[src/rtl/sdram_init_pkg.sv]
package sdram_init_pkg;

   typedef enum logic [2:0] {
      PH_STABLE,
      PH_PALL,
      PH_GAP_RP,
      PH_FAST,
      PH_GAP_RFC,
      PH_MODE,
      PH_GAP_MRD,
      PH_RUN
   } init_phase_e;

   typedef enum logic [1:0] {
      OP_NOP,
      OP_PALL,
      OP_AREF,
      OP_MODE
   } sd_op_e;

   // {cs_n, ras_n, cas_n, we_n}
   typedef logic [3:0] sd_pins_t;
   localparam sd_pins_t PINS_NOP  = 4'b0111;
   localparam sd_pins_t PINS_PALL = 4'b0010;
   localparam sd_pins_t PINS_AREF = 4'b0001;
   localparam sd_pins_t PINS_MODE = 4'b0000;

   localparam int PALL_ADDR_BIT = 10;

   function automatic int bits_for(input longint unsigned v);
      int w;
      w = $clog2(v + 1);
      return (w < 1) ? 1 : w;
   endfunction

   function automatic longint unsigned max_u(input longint unsigned a,
                                             input longint unsigned b);
      return (a > b) ? a : b;
   endfunction

endpackage

[src/rtl/sdram_ref_timer.sv]
module sdram_ref_timer #(
   parameter int FAST_IVL = 32,
   parameter int NORM_IVL = 928
) (
   input  logic clk,
   input  logic rst,
   input  logic en,
   input  logic fast_sel,
   output logic tick
);
   localparam int CW = sdram_init_pkg::bits_for(
                          sdram_init_pkg::max_u(FAST_IVL, NORM_IVL));

   logic [CW-1:0] cnt;
   logic [CW-1:0] last_cnt;

   assign last_cnt = fast_sel ? CW'(FAST_IVL - 1) : CW'(NORM_IVL - 1);
   assign tick     = en && (cnt == last_cnt);

   always_ff @(posedge clk or posedge rst) begin
      if (rst)              cnt <= '0;
      else if (!en || tick) cnt <= '0;
      else                  cnt <= cnt + 1'b1;
   end

endmodule

[src/rtl/sdram_init_fsm.sv]
module sdram_init_fsm
   import sdram_init_pkg::*;
#(
   parameter longint unsigned WAIT_CYC  = 12000000,
   parameter int              T_RP      = 2,
   parameter int              T_RFC     = 5,
   parameter int              T_MRD     = 2,
   parameter int              FAST_HOLD = 128
) (
   input  logic   clk,
   input  logic   rst,
   input  logic   tick,
   output sd_op_e op,
   output logic   done,
   output logic   timer_en,
   output logic   timer_fast
);
   localparam longint unsigned MAX_T =
      max_u(max_u(WAIT_CYC, FAST_HOLD), max_u(max_u(T_RP, T_RFC), T_MRD));
   localparam int CNT_W = bits_for(MAX_T);

   init_phase_e      phase;
   logic [CNT_W-1:0] cnt;

   always_ff @(posedge clk or posedge rst) begin
      if (rst) begin
         phase <= PH_STABLE;
         cnt   <= CNT_W'(WAIT_CYC - 1);
      end else begin
         unique case (phase)
            PH_STABLE:
               if (cnt == '0) phase <= PH_PALL;
               else           cnt   <= cnt - 1'b1;
            PH_PALL: begin
               phase <= PH_GAP_RP;
               cnt   <= CNT_W'(T_RP - 2);
            end
            PH_GAP_RP:
               if (cnt == '0) begin
                  phase <= PH_FAST;
                  cnt   <= CNT_W'(FAST_HOLD - 1);
               end else cnt <= cnt - 1'b1;
            PH_FAST:
               if (cnt == '0) begin
                  phase <= PH_GAP_RFC;
                  cnt   <= CNT_W'(T_RFC - 2);
               end else cnt <= cnt - 1'b1;
            PH_GAP_RFC:
               if (cnt == '0) phase <= PH_MODE;
               else           cnt   <= cnt - 1'b1;
            PH_MODE: begin
               phase <= PH_GAP_MRD;
               cnt   <= CNT_W'(T_MRD - 2);
            end
            PH_GAP_MRD:
               if (cnt == '0) phase <= PH_RUN;
               else           cnt   <= cnt - 1'b1;
            PH_RUN: phase <= PH_RUN;
            default: phase <= PH_STABLE;
         endcase
      end
   end

   always_comb begin
      unique case (phase)
         PH_PALL: op = OP_PALL;
         PH_MODE: op = OP_MODE;
         PH_FAST: op = tick ? OP_AREF : OP_NOP;
         default: op = OP_NOP;
      endcase
   end

   assign done       = (phase == PH_RUN);
   assign timer_fast = (phase == PH_FAST);
   assign timer_en   = (phase == PH_FAST) || (phase == PH_RUN);

endmodule

[src/rtl/sdram_cmd_drive.sv]
module sdram_cmd_drive
   import sdram_init_pkg::*;
#(
   parameter int ROW_W     = 12,
   parameter int BANK_W    = 2,
   parameter int MODE_WORD = 'h22
) (
   input  sd_op_e            op,
   output logic              cs_n,
   output logic              ras_n,
   output logic              cas_n,
   output logic              we_n,
   output logic [BANK_W-1:0] ba,
   output logic [ROW_W-1:0]  addr
);
   sd_pins_t pins;

   always_comb begin
      ba   = '0;
      addr = '0;
      unique case (op)
         OP_PALL: begin
            pins                = PINS_PALL;
            addr[PALL_ADDR_BIT] = 1'b1;
         end
         OP_AREF: pins = PINS_AREF;
         OP_MODE: begin
            pins = PINS_MODE;
            addr = ROW_W'(MODE_WORD);
         end
         default: pins = PINS_NOP;
      endcase
   end

   assign {cs_n, ras_n, cas_n, we_n} = pins;

endmodule

[src/rtl/sdram_pwrup_seq.sv]
module sdram_pwrup_seq
   import sdram_init_pkg::*;
#(
   parameter int CLK_KHZ   = 60000,
   parameter int WAIT_US   = 200000,
   parameter int ROW_W     = 12,
   parameter int COL_W     = 9,
   parameter int BANK_W    = 2,
   parameter int BURST_LEN = 4,
   parameter int CAS_LAT   = 2,
   parameter int T_RP      = 2,
   parameter int T_RFC     = 5,
   parameter int T_MRD     = 2,
   parameter int REF_UNIT  = 16,
   parameter int FAST_DIV  = 2,
   parameter int FAST_HOLD = 128,
   parameter int NORM_DIV  = 58
) (
   input  logic              clk,
   input  logic              rst,
   input  logic              ref_ack,
   output logic              cke,
   output logic              cs_n,
   output logic              ras_n,
   output logic              cas_n,
   output logic              we_n,
   output logic [BANK_W-1:0] ba,
   output logic [ROW_W-1:0]  addr,
   output logic              init_done,
   output logic              ref_req
);
   localparam longint unsigned WAIT_CYC =
      longint'(CLK_KHZ) * longint'(WAIT_US) / 1000;
   localparam int FAST_IVL  = FAST_DIV * REF_UNIT;
   localparam int NORM_IVL  = NORM_DIV * REF_UNIT;
   localparam int MODE_WORD = (CAS_LAT << 4) | $clog2(BURST_LEN);
   localparam longint unsigned IVL_SCALED = longint'(NORM_IVL) * 1000000;
   localparam longint unsigned IVL_LIMIT  = longint'(CLK_KHZ) * 15625;

   generate
      if (WAIT_CYC < 1) begin : g_bad_wait
         $error("stabilisation wait must be at least one cycle");
      end
      if (T_RP < 2 || T_RFC < 2 || T_MRD < 2) begin : g_bad_gap
         $error("command gaps must be at least two cycles");
      end
      if (FAST_IVL < T_RFC || FAST_HOLD < FAST_IVL) begin : g_bad_fast
         $error("fast refresh spacing or hold window is inconsistent");
      end
      if (IVL_SCALED > IVL_LIMIT) begin : g_bad_refi
         $error("refresh interval exceeds 15.625 us");
      end
      if (BURST_LEN != 1 && BURST_LEN != 2 && BURST_LEN != 4 && BURST_LEN != 8)
      begin : g_bad_bl
         $error("burst length must be 1, 2, 4 or 8");
      end
      if (CAS_LAT < 1 || CAS_LAT > 3) begin : g_bad_cl
         $error("CAS latency must be 1 to 3");
      end
      if (ROW_W <= PALL_ADDR_BIT || COL_W >= ROW_W || BANK_W < 1)
      begin : g_bad_geom
         $error("address geometry is inconsistent");
      end
   endgenerate

   sd_op_e op;
   logic   tick;
   logic   timer_en;
   logic   timer_fast;
   logic   done_w;

   sdram_init_fsm #(
      .WAIT_CYC  (WAIT_CYC),
      .T_RP      (T_RP),
      .T_RFC     (T_RFC),
      .T_MRD     (T_MRD),
      .FAST_HOLD (FAST_HOLD)
   ) fsm_i (
      .clk        (clk),
      .rst        (rst),
      .tick       (tick),
      .op         (op),
      .done       (done_w),
      .timer_en   (timer_en),
      .timer_fast (timer_fast)
   );

   sdram_ref_timer #(
      .FAST_IVL (FAST_IVL),
      .NORM_IVL (NORM_IVL)
   ) timer_i (
      .clk      (clk),
      .rst      (rst),
      .en       (timer_en),
      .fast_sel (timer_fast),
      .tick     (tick)
   );

   sdram_cmd_drive #(
      .ROW_W     (ROW_W),
      .BANK_W    (BANK_W),
      .MODE_WORD (MODE_WORD)
   ) drive_i (
      .op    (op),
      .cs_n  (cs_n),
      .ras_n (ras_n),
      .cas_n (cas_n),
      .we_n  (we_n),
      .ba    (ba),
      .addr  (addr)
   );

   always_ff @(posedge clk or posedge rst) begin
      if (rst) begin
         cke     <= 1'b0;
         ref_req <= 1'b0;
      end else begin
         cke     <= 1'b1;
         ref_req <= (done_w && tick) || (ref_req && !ref_ack);
      end
   end

   assign init_done = done_w;

endmodule

[config.mk]
export PLATFORM = sky130hd
export DESIGN_NAME = sdram_pwrup_seq
export DESIGN_NICKNAME = d
export VERILOG_FILES = /design/src/rtl/sdram_init_pkg.sv /design/src/rtl/sdram_ref_timer.sv /design/src/rtl/sdram_init_fsm.sv /design/src/rtl/sdram_cmd_drive.sv /design/src/rtl/sdram_pwrup_seq.sv
export SDC_FILE = /design/constraint.sdc
export NUM_CORES = 1
export LEC_CHECK = 0
export BUFFER_PORTS_ARGS = -buffer_cell sky130_fd_sc_hd__buf_2
export CORE_UTILIZATION = 35
export DETAILED_ROUTE_END_ITERATION = 8
export MAX_ROUTING_LAYER = met4
export PLACE_DENSITY = 0.6
export SETUP_SLACK_MARGIN = 0.15
export SYNTH_ARGS = -nofsm -noshare
export SYNTH_HDL_FRONTEND = slang
export SYNTH_SLANG_ARGS = --single-unit
[constraint.sdc]
create_clock -name clk -period 2.51 [get_ports clk]
set_input_delay 0.502 -clock clk [delete_from_list [all_inputs] [get_ports clk]]
set_output_delay 0.502 -clock clk [all_outputs]
set_load 0.1 [all_outputs]
==> impl_metrics.json, run 1 <==
{
  "status": "finished, final reports clean",
  "htreeDepth": 2,
  "drv_cap": 0,
  "hp-class": "in2async",
  "synthArstFlopShare_pct": 100,
  "nets": 292,
  "min_period_ps": 2290,
  "drc": 0,
  "yosys.cell_count.top_type": "nor2_1",
  "fp.dieH_um": 85.6,
  "fin_util_pct": 41.8,
  "yosysWarningCount": 0,
  "antenna_found_initial": 0,
  "viasPerCell": 5.46,
  "gr-total-overflow": 0,
  "skew_ps": 6.02,
  "layout-drive-gt1-share_pct": 25.8,
  "synth_area_leaders": "dfrtp_1 (23%), dfstp_2 (18%), buf_4 (4.3%), nor2_1 (4.1%), o21ai_0 (3.3%)",
  "rsz0062_at_grt": "true",
  "place.port_buffers": 11,
  "synth.top_cell.area_share_pct": 22.5,
  "switchingPower_uw": 344,
  "finalHoldViolCount": 0,
  "diodes": 0,
  "cts_root_buf": "clkbuf_8",
  "drtAntennaViolNets": 0,
  "yosys.area.top_type": "dfrtp_1",
  "pwr-share-comb_pct": 7.8,
  "p_per_area_nw_per_um2": 452,
  "start_util_pct": 36.2,
  "synth_edf_count": 0,
  "placed_cells": 355,
  "fmaxAchievable_mhz": 437,
  "dp_hpwl_um": 3720,
  "seq_area_frac_synth_pct": 40.8,
  "tritoncts": "done",
  "p_clk_share_pct": 42.9,
  "place.gp.congestion": 0.870,
  "slew_viol_final": 0,
  "die_x_um": 85.6,
  "peakVddDrop_uv": 295,
  "synthCells": 268,
  "clockBufferDepth": 2,
  "drt_iter0_markers": 83,
  "vias": 2002,
  "grt_pass1_vias": 1943,
  "setup_tns_ps": 0,
  "cp.arrival_ps": 1780,
  "grt_max_degree": 40,
  "crit_type": "reg2out",
  "swShare_pct": 26.9,
  "coreArea_um2": 6760,
  "leakagePower_nw": 1.12,
  "synthToLayoutAreaGrowth_pct": 15.6,
  "crit_path_max_fanout": 3,
  "finalCritPeriodShare_pct": 91.1,
  "startpoint_type": "register",
  "setup_viol": 0,
  "placementRows": 30,
  "cts_buffers": 5,
  "wl_per_cell_um": 14.6,
  "track_usage_pct": 16.2,
  "clkSlewWorstSetupHoldPaths_ps": 90,
  "clk_latency_ps": 290,
  "avgSynthCellArea_um2": 9.12,
  "drtPass1Iterations": 4,
  "synth-seq-cells": 39,
  "netlist_top_cells_count": "nor2_1 (27), dfrtp_1 (22), dfstp_2 (17)",
  "wl_um": 5350,
  "syn_area_um2": 2440,
  "p_seq_share_pct": 49.3,
  "synth_flop_cell": "dfrtp_1",
  "dieArea_um2": 7320,
  "endpoint_kind": "output pin",
  "ios": 24,
  "fin_cells": 367,
  "worstPathRequired_ps": 2010,
  "numClockSinks": 39,
  "intPower_uw": 934,
  "ys_types": 60,
  "grt_pass1_wl_um": 9270
}
## flip-flops by register name, indices dropped and copies added (netlist names)
name / flops
cke: 1
fsm_i.cnt: 24
fsm_i.phase: 3
ref_req: 1
timer_i.cnt: 10
## final timing paths
| check | startpoint | end | slack, ps | depth (start not counted) |
|---|---|---|---|---|
| min | rst | timer_i.cnt[4]$_DFF_PP0_ | 310 | 3 |
| min in group clk | ref_ack | ref_req$_DFF_PP0_ | 390 | 2 |
| max in group asynchronous | rst | fsm_i.phase[0]$_DFFE_PP0P_ | 1830 | 3 |
| max reg2reg | fsm_i.cnt[0]$_DFFE_PP1P_ | fsm_i.cnt[22]$_DFFE_PP0P_ | 310 | 7 |
| max | fsm_i.phase[2]$_DFFE_PP0P_ | ras_n | 220 | 6 |
| min reg2reg | timer_i.cnt[0]$_DFF_PP0_ | timer_i.cnt[0]$_DFF_PP0_ | 490 | 1 |
## timing repair
| action | in CTS | in global routing |
|---|---|---|
| setup endpoints to repair | 3 | 8 |
| setup buffers | 1 | 3 |
| cloned | 0 | 0 |
| pin swaps | 1 | 3 |
| resized for setup | 4 | 6 |
| hold buffers | 0 | 0 |
## through the flow
step	cell area (µm²)	hold slack, ps	total power [mW]	setup slack, ps
after floorplan	2500	455	0.749	242
after global placement	2650	475	0.742	295
after CTS	2790	327	1.29	189
after detailed placement	2650	476	0.742	169
final	2830	310	1.28	223
after global routing	2830	360	1.32	123
## power by group through the flow
| stage | sequential, mW | combinational [mW] | clock, mW |
|---|---|---|---|
| after floorplan | 0.648 | 0.101 | 0 |
| after global placement | 0.642 | 0.101 | 0 |
| after detailed placement | 0.642 | 0.101 | 0 |
| after CTS | 0.630 | 0.101 | 0.563 |
| after global routing | 0.630 | 0.104 | 0.585 |
| final | 0.630 | 0.0997 | 0.549 |
## placed cells by master, fill, tap and decap left out, types with 2 or more instances in the layout
master	instances
nand2b_1	7
conb_1	13
o221ai_1	2
o2111ai_1	3
o211ai_1	7
nand4b_1	2
dfrtp_2	2
nor4_4	2
xor2_1	8
xnor2_1	6
buf_2	6
clkbuf_8	5
ha_1	3
or4_1	7
dfstp_2	17
nor3_2	2
nand3_1	5
nor2_1	24
nand4_1	4
nor2_2	3
o22ai_1	2
nand2_1	13
buf_4	16
or3_1	7
buf_12	5
or2_2	3
nor3_1	7
o21ai_0	14
nor4_1	3
nor2b_1	3
and3_1	2
and4_1	2
a21oi_1	14
inv_1	10
o21ai_1	3
o31ai_1	6
dfrtp_1	20
## area by class of cell
cell class | instances | area (µm²)
tap | 80 | 100
clock inverter | 3 | 47.5
multi-input combinational | 203 | 1320
sequential | 39 | 1000
timing repair buffer | 27 | 250
clock buffer | 5 | 68.8
fill | 662 | 3930
inverter | 10 | 37.5
## worst max-delay path, stage by stage, from the launching register on
cell	delay (ps)
dfrtp_1	380
nand3b_1	200
and4_1	220
o211ai_1	290
o21ai_1	90
nand2_1	120
buf_12	180
## layer usage
layer  up-vias  routed length [µm]  track usage [%]
met5         -                   0                -
met4         0                  46             4.55
met3         6                 162             3.18
met2        43                2480             24.7
met1       966                2660             21.9
li1        987                   -                -
## logic make-up (layout without fill, tap and decap cells)
kind of cell	count (synthesis)	after routing	synth area share, %
AOI/OAI and AO/OA	66	66	18.4
xor gates and xnor gates	14	14	5.02
adders and majority gates	3	3	1.54
buffers and inverters	37	45	8.34
DFF	39	39	40.8
muxes	1	1	0.461
other	2	13	0.307
and+or+nand+nor	106	106	25.2
No activity file was read; power rests on OpenSTA's default activity.
==> run 2: changes to the inputs <==
- RECOVER_POWER: default -> 100
==> run 2 against run 1 <==
Net effect:
- routed wire length shrank 0.11%
- cell area shrank 1.5%
- worst setup slack lost 46 ps
- critical path type unchanged
- highest routed layer unchanged
==> impl_metrics.json, run 2 (synthesized netlist as in run 1, its figures left out) <==
{
  "reg2reg_from": "fsm_i.cnt[0]$_DFFE_PP1P_",
  "slew_viol_final": 0,
  "top_regs": "fsm_i.cnt: 24 flops, timer_i.cnt: 10 flops, fsm_i.phase: 3 flops",
  "start_util_pct": 36.2,
  "drtPass1Iterations": 4,
  "crit_start": "fsm_i.phase[0]$_DFFE_PP0P_",
  "place.port_buffers": 11,
  "cp-endpoint": "we_n",
  "place.gp.congestion": 0.870,
  "critPathBufInv": 3,
  "crit_slowest_cell": "clkbuf_2",
  "nFillCells": 670,
  "worst_slew_pin_slew_ps": 1170,
  "peakVddDrop_uv": 295,
  "synthToLayoutAreaGrowth_pct": 13.9,
  "worstPathRequired_ps": 2010,
  "grt_pass1_vias": 1943,
  "drt_iter0_markers": 88,
  "finalCritPeriodShare_pct": 92.9,
  "die_x_um": 85.6,
  "fin_cells": 367,
  "r2r-end": "fsm_i.cnt[23]$_DFFE_PP1P_",
  "placementRows": 30,
  "crit_cells": 4,
  "gr-total-overflow": 0,
  "drv_cap": 0,
  "dieArea_um2": 7320,
  "critPathMaxStageDelay_ps": 480,
  "min-delay-start": "ref_ack",
  "rsz0062_at_grt": "true",
  "skew_ps": 6.75,
  "coreArea_um2": 6760,
  "track_usage_pct": 16.2,
  "crit_type": "reg2out",
  "setup_tns_ps": 0,
  "ios": 24,
  "min_period_ps": 2330,
  "clk_latency_ps": 290,
  "wl_met1_um": 2710,
  "vias": 2006,
  "r2r_slack_ps": 240,
  "placed_cells": 355,
  "layout-drive-gt1-share_pct": 22.6,
  "nets": 292,
  "fmaxAchievable_mhz": 429,
  "drc": 0,
  "startpoint_type": "register",
  "diodes": 0,
  "drtAntennaViolNets": 0,
  "largest_register_ffs": 24,
  "cpLargestDelayFamily": "buffers and inverters",
  "layout_common_cells": "nor2_1 (26), dfrtp_1 (21), dfstp_2 (16), o21ai_0 (15), a21oi_1 (14)",
  "layout_commonest_cell": "nor2_1",
  "timing.final.ws_setup_ps": 177,
  "clkSlewWorstSetupHoldPaths_ps": 90,
  "largest-register": "fsm_i.cnt",
  "wl_um": 5350,
  "finalHoldViolCount": 0,
  "endpoint_kind": "output pin",
  "status": "finished, final reports clean",
  "clockBufferDepth": 2,
  "wl_per_cell_um": 14.6,
  "wl_met2_um": 2460,
  "ff2ff_path_depth": 8,
  "cp.arrival_ps": 1830,
  "p_per_area_nw_per_um2": 459,
  "antenna_found_initial": 0,
  "cts_buffers": 5,
  "grt_max_degree": 40,
  "cp_cell_sequence": "buf_4 -> nand2b_1 -> clkbuf_1 -> clkbuf_2",
  "routed.top_layer": "met4",
  "leakagePower_nw": 1.10,
  "numClockSinks": 39,
  "setup_viol": 0,
  "htreeDepth": 2,
  "fp.dieH_um": 85.6,
  "crit_path_max_fanout": 6,
  "dr_wl_met3_um": 141,
  "grt_pass1_wl_um": 9270,
  "dp_hpwl_um": 3720,
  "tritoncts": "done",
  "relSlewSlack_pct": 22.5,
  "hp-class": "in2reg",
  "dpl_worst_slack_ps": 169,
  "viasPerCell": 5.47,
  "cts_root_buf": "clkbuf_8"
}
-- run 2: cell count changes in the layout (fill, tap and decap cells not counted), moves of 2 or more --
cell	change
buf_2	-4
clkbuf_1	+4
nor2_1	+2
clkbuf_2	+4
buf_4	-4
-- run 2: worst min path at each step --
stage	end	slack (ps)	depth (start not counted)
after floorplan	timer_i.cnt[0]$_DFF_PP0_	450	1
after global placement	timer_i.cnt[0]$_DFF_PP0_	470	1
after detailed placement	timer_i.cnt[0]$_DFF_PP0_	480	1
after CTS	timer_i.cnt[6]$_DFF_PP0_	330	3
after global routing	ref_req$_DFF_PP0_	400	2
final	ref_req$_DFF_PP0_	400	2
-- run 2: worst reg2reg max path: cells and delay by family (launching register included) --
kind / cells / cell delay [ps]
compound gates: 2 / 290
fa+ha+maj: 1 / 210
buf+inv: 2 / 300
flops: 1 / 560
simple gates: 3 / 850
-- run 2: cell type report --
class                   instances  area [µm²]  area share (%)
clock buffers                   5        68.8            2.47
clock inverters                 3        47.5            1.71
well taps                      80         100            3.59
inverters                      10        37.5            1.35
flip-flops and latches         39         998            35.8
repair buffers                 27         226            8.13
multi-input cells             203        1310            46.9
-- run 2: where the power goes --
| group | internal, mW | leakage, nW | total (mW) | switching [mW] |
|---|---|---|---|---|
| logic | 0.00207 | 0.588 | 0.0990 | 0.0969 |
| clock network | 0.302 | 0.0587 | 0.549 | 0.247 |
| registers | 0.630 | 0.453 | 0.630 | 0.000187 |
-- run 2: through the flow --
stage / power, mW / utilization, % / hold slack, ps / area [µm²]
after CTS: 1.29 / 41.2 / 327 / 2790
after detailed placement: 0.742 / 39.2 / 476 / 2650
after floorplan: 0.749 / - / 455 / 2500
after global placement: 0.742 / 39.2 / 475 / 2650
after global routing: 1.32 / 41.2 / 397 / 2790
final: 1.28 / 41.2 / 396 / 2790
-- run 2: what timing repair did --
| item | in CTS | in global routing |
|---|---|---|
| hold buffers | 0 | 0 |
| buffers inserted | 1 | 3 |
| resized for setup | 4 | 6 |
| cloned | 0 | 0 |
| pin swaps | 1 | 3 |
| endpoints found under the setup margin | 3 | 8 |
-- run 2: metal layers --
layer,global-route usage [%],vias up
met3,3.18,4
li1,-,991
met4,4.55,0
met2,24.7,34
met5,-,-
met1,21.9,977
==> run 3: changes to the inputs <==
--- a/config.mk
+++ b/config.mk
@@ -8,4 +8,5 @@
 export BUFFER_PORTS_ARGS = -buffer_cell sky130_fd_sc_hd__buf_2
 export CORE_UTILIZATION = 35
+export CTS_CLUSTER_DIAMETER = 30
 export DETAILED_ROUTE_END_ITERATION = 8
 export MAX_ROUTING_LAYER = met4
==> constraint.sdc (replaced) <==
create_clock -name clk -period 2.51 [get_ports clk]
set_input_delay 0 -clock clk [delete_from_list [all_inputs] [get_ports clk]]
set_output_delay 0 -clock clk [all_outputs]
set_load 0.1 [all_outputs]
==> run 3 against run 2 <==
Net effect:
- routed wire length is 0.65% lower
- via count decreased by 1.4%
- cell area decreased by 2.9%
- final cell count fell by 0.82%
- non-clock buffer count is 3 lower
- sequential share of layout area increased by 1.0 points
- sequential cell count is the same
- global-route usage grew 0.21 points
- die area unchanged
- hold slack better by 27 ps
- combinational power barely moved
- worst setup slack improved by 49 ps
- largest cell class unchanged
==> impl_metrics.json, run 3 (synthesized netlist as in run 1, its figures left out) <==
{
  "diodes": 0,
  "crit_start": "fsm_i.cnt[0]$_DFFE_PP1P_",
  "tritoncts": "done",
  "worstPathRequired_ps": 2690,
  "drt_iter0_markers": 86,
  "finalHoldViolCount": 0,
  "endpoint_kind": "register",
  "placed_area_um2": 2560,
  "synthToLayoutAreaGrowth_pct": 10.6,
  "setup_viol": 0,
  "fp.dieH_um": 85.6,
  "cts_root_buf": "clkbuf_8",
  "r2r-end": "fsm_i.cnt[15]$_DFFE_PP0P_",
  "htreeDepth": 2,
  "grt_pass1_wl_um": 9100,
  "multiInputGateArea_um2": 1310,
  "worst_slew_pin_slew_ps": 1160,
  "fmaxAchievable_mhz": 438,
  "gr-total-overflow": 0,
  "layout-drive-gt1-share_pct": 20.4,
  "met3_usage_pct": 3.27,
  "top_usage_layer": "met2",
  "use_met2_pct": 25.8,
  "place.port_buffers": 11,
  "viasPerCell": 5.43,
  "clockBufferDepth": 2,
  "holdPathEnd": "ref_req$_DFF_PP0_",
  "layout_common_cells": "nor2_1 (27), dfrtp_1 (22), o21ai_0 (17), dfstp_2 (16)",
  "ios": 24,
  "min-delay-start": "ref_ack",
  "numClockSinks": 39,
  "finalCritPeriodShare_pct": 91.0,
  "track_usage_pct": 16.4,
  "nFillCells": 688,
  "rsz0062_at_grt": "false",
  "slew_viol_final": 0,
  "largest_register_ffs": 24,
  "vias": 1977,
  "drc": 0,
  "relSlewSlack_pct": 23.3,
  "p_per_area_nw_per_um2": 470,
  "dieArea_um2": 7320,
  "dp_hpwl_um": 3690,
  "layout_commonest_cell": "nor2_1",
  "placementRows": 30,
  "clk_latency_ps": 290,
  "wl_per_cell_um": 14.6,
  "holdPathStages": 3,
  "hp-class": "in2reg",
  "drv_cap": 0,
  "skew_ps": 1.53,
  "power_mw": 1.27,
  "largest-register": "fsm_i.cnt",
  "grt_pass1_vias": 1912,
  "grt_use_met1_pct": 21.0,
  "die_x_um": 85.6,
  "nets": 289,
  "postCtsSetupBuffers": 0,
  "peakVddDrop_uv": 204,
  "placed_cells": 354,
  "fin_area_um2": 2710,
  "grt_max_degree": 40,
  "cts_buffers": 5,
  "antenna_found_initial": 0,
  "place.gp.congestion": 0.876,
  "seq_area_um2": 997,
  "cp.arrival_ps": 2460,
  "top_regs": "fsm_i.cnt: 24 flops, timer_i.cnt: 10 flops, fsm_i.phase: 3 flops",
  "leakagePower_nw": 1.08,
  "crit_type": "reg2reg",
  "reg2reg_from": "fsm_i.cnt[0]$_DFFE_PP1P_",
  "ff2ff_path_depth": 7,
  "coreArea_um2": 6760,
  "wl_um": 5310,
  "fin_cells": 364,
  "startpoint_type": "register",
  "start_util_pct": 36.2,
  "crit_path_max_fanout": 11,
  "drtAntennaViolNets": 0,
  "setup_tns_ps": 0,
  "drtPass1Iterations": 4,
  "min_period_ps": 2280,
  "clkSlewWorstSetupHoldPaths_ps": 70,
  "status": "finished, final reports clean",
  "r2r_slack_ps": 230
}
## run 3: cell count changes in the layout (fill, tap and decap cells not counted), sizes merged
| cell | change |
|---|---|
| buf | -10 |
| clkbuf | +6 |
| dlygate4sd3 | +2 |
| inv | -1 |
## run 3: how the worst max path moves through the flow
stage / endpoint
after floorplan: addr[10]
after global placement: fsm_i.cnt[20]$_DFFE_PP1P_
after detailed placement: fsm_i.cnt[20]$_DFFE_PP1P_
after CTS: fsm_i.cnt[16]$_DFFE_PP1P_
after global routing: fsm_i.cnt[22]$_DFFE_PP0P_
final: fsm_i.cnt[15]$_DFFE_PP0P_
## run 3: report_power, final
part	switching (mW)	internal (mW)	total (mW)
Sequential	0.000249	0.630	0.630
Combinational	0.0971	0.00409	0.101
Clock	0.218	0.322	0.540
Total	0.316	0.956	1.27
## run 3: area by class of cell
type | instances | area share [%]
clock buffers | 6 | 3.05
clock inverters | 2 | 1.30
inverters | 10 | 1.39
multi-input cells | 203 | 48.4
flip-flops and latches | 39 | 36.9
well taps | 80 | 3.70
repair buffers | 24 | 5.27
## run 3: layer usage
| metal | vias up | share of wire [%] |
|---|---|---|
| met4 | 0 | 1.5 |
| met1 | 961 | 47 |
| met5 | - | 0 |
| li1 | 981 | - |
| met3 | 6 | 3.2 |
| met2 | 29 | 48 |
## run 3: critical path, stage by stage, from the launching register on
cell and delay, ps:
dfstp_1 390, inv_1 130, ha_1 160, nor4b_2 350, nand4_2 320, o31ai_4 440
clkbuf_2 310, nor2_1 80
## run 3: repair_timing
| item | 4_1_cts | 5_1_grt |
|---|---|---|
| pin swaps | 0 | 0 |
| endpoints found under the hold margin | 23 | 0 |
| setup endpoints to repair | 3 | 19 |
| resized for setup | 1 | 5 |
| hold buffers | 2 | 0 |
## run 3: per-stage QoR
| step | hold WS, ps | worst slack, ps | utilization (%) |
|---|---|---|---|
| global route | 419 | 97.9 | 40.0 |
| CTS | 381 | 152 | 40.0 |
| detailed placement | 157 | 171 | 37.9 |
| finish | 423 | 226 | 40.0 |
| floorplan | 93.9 | 194 | - |
| global placement | 149 | 213 | 37.9 |
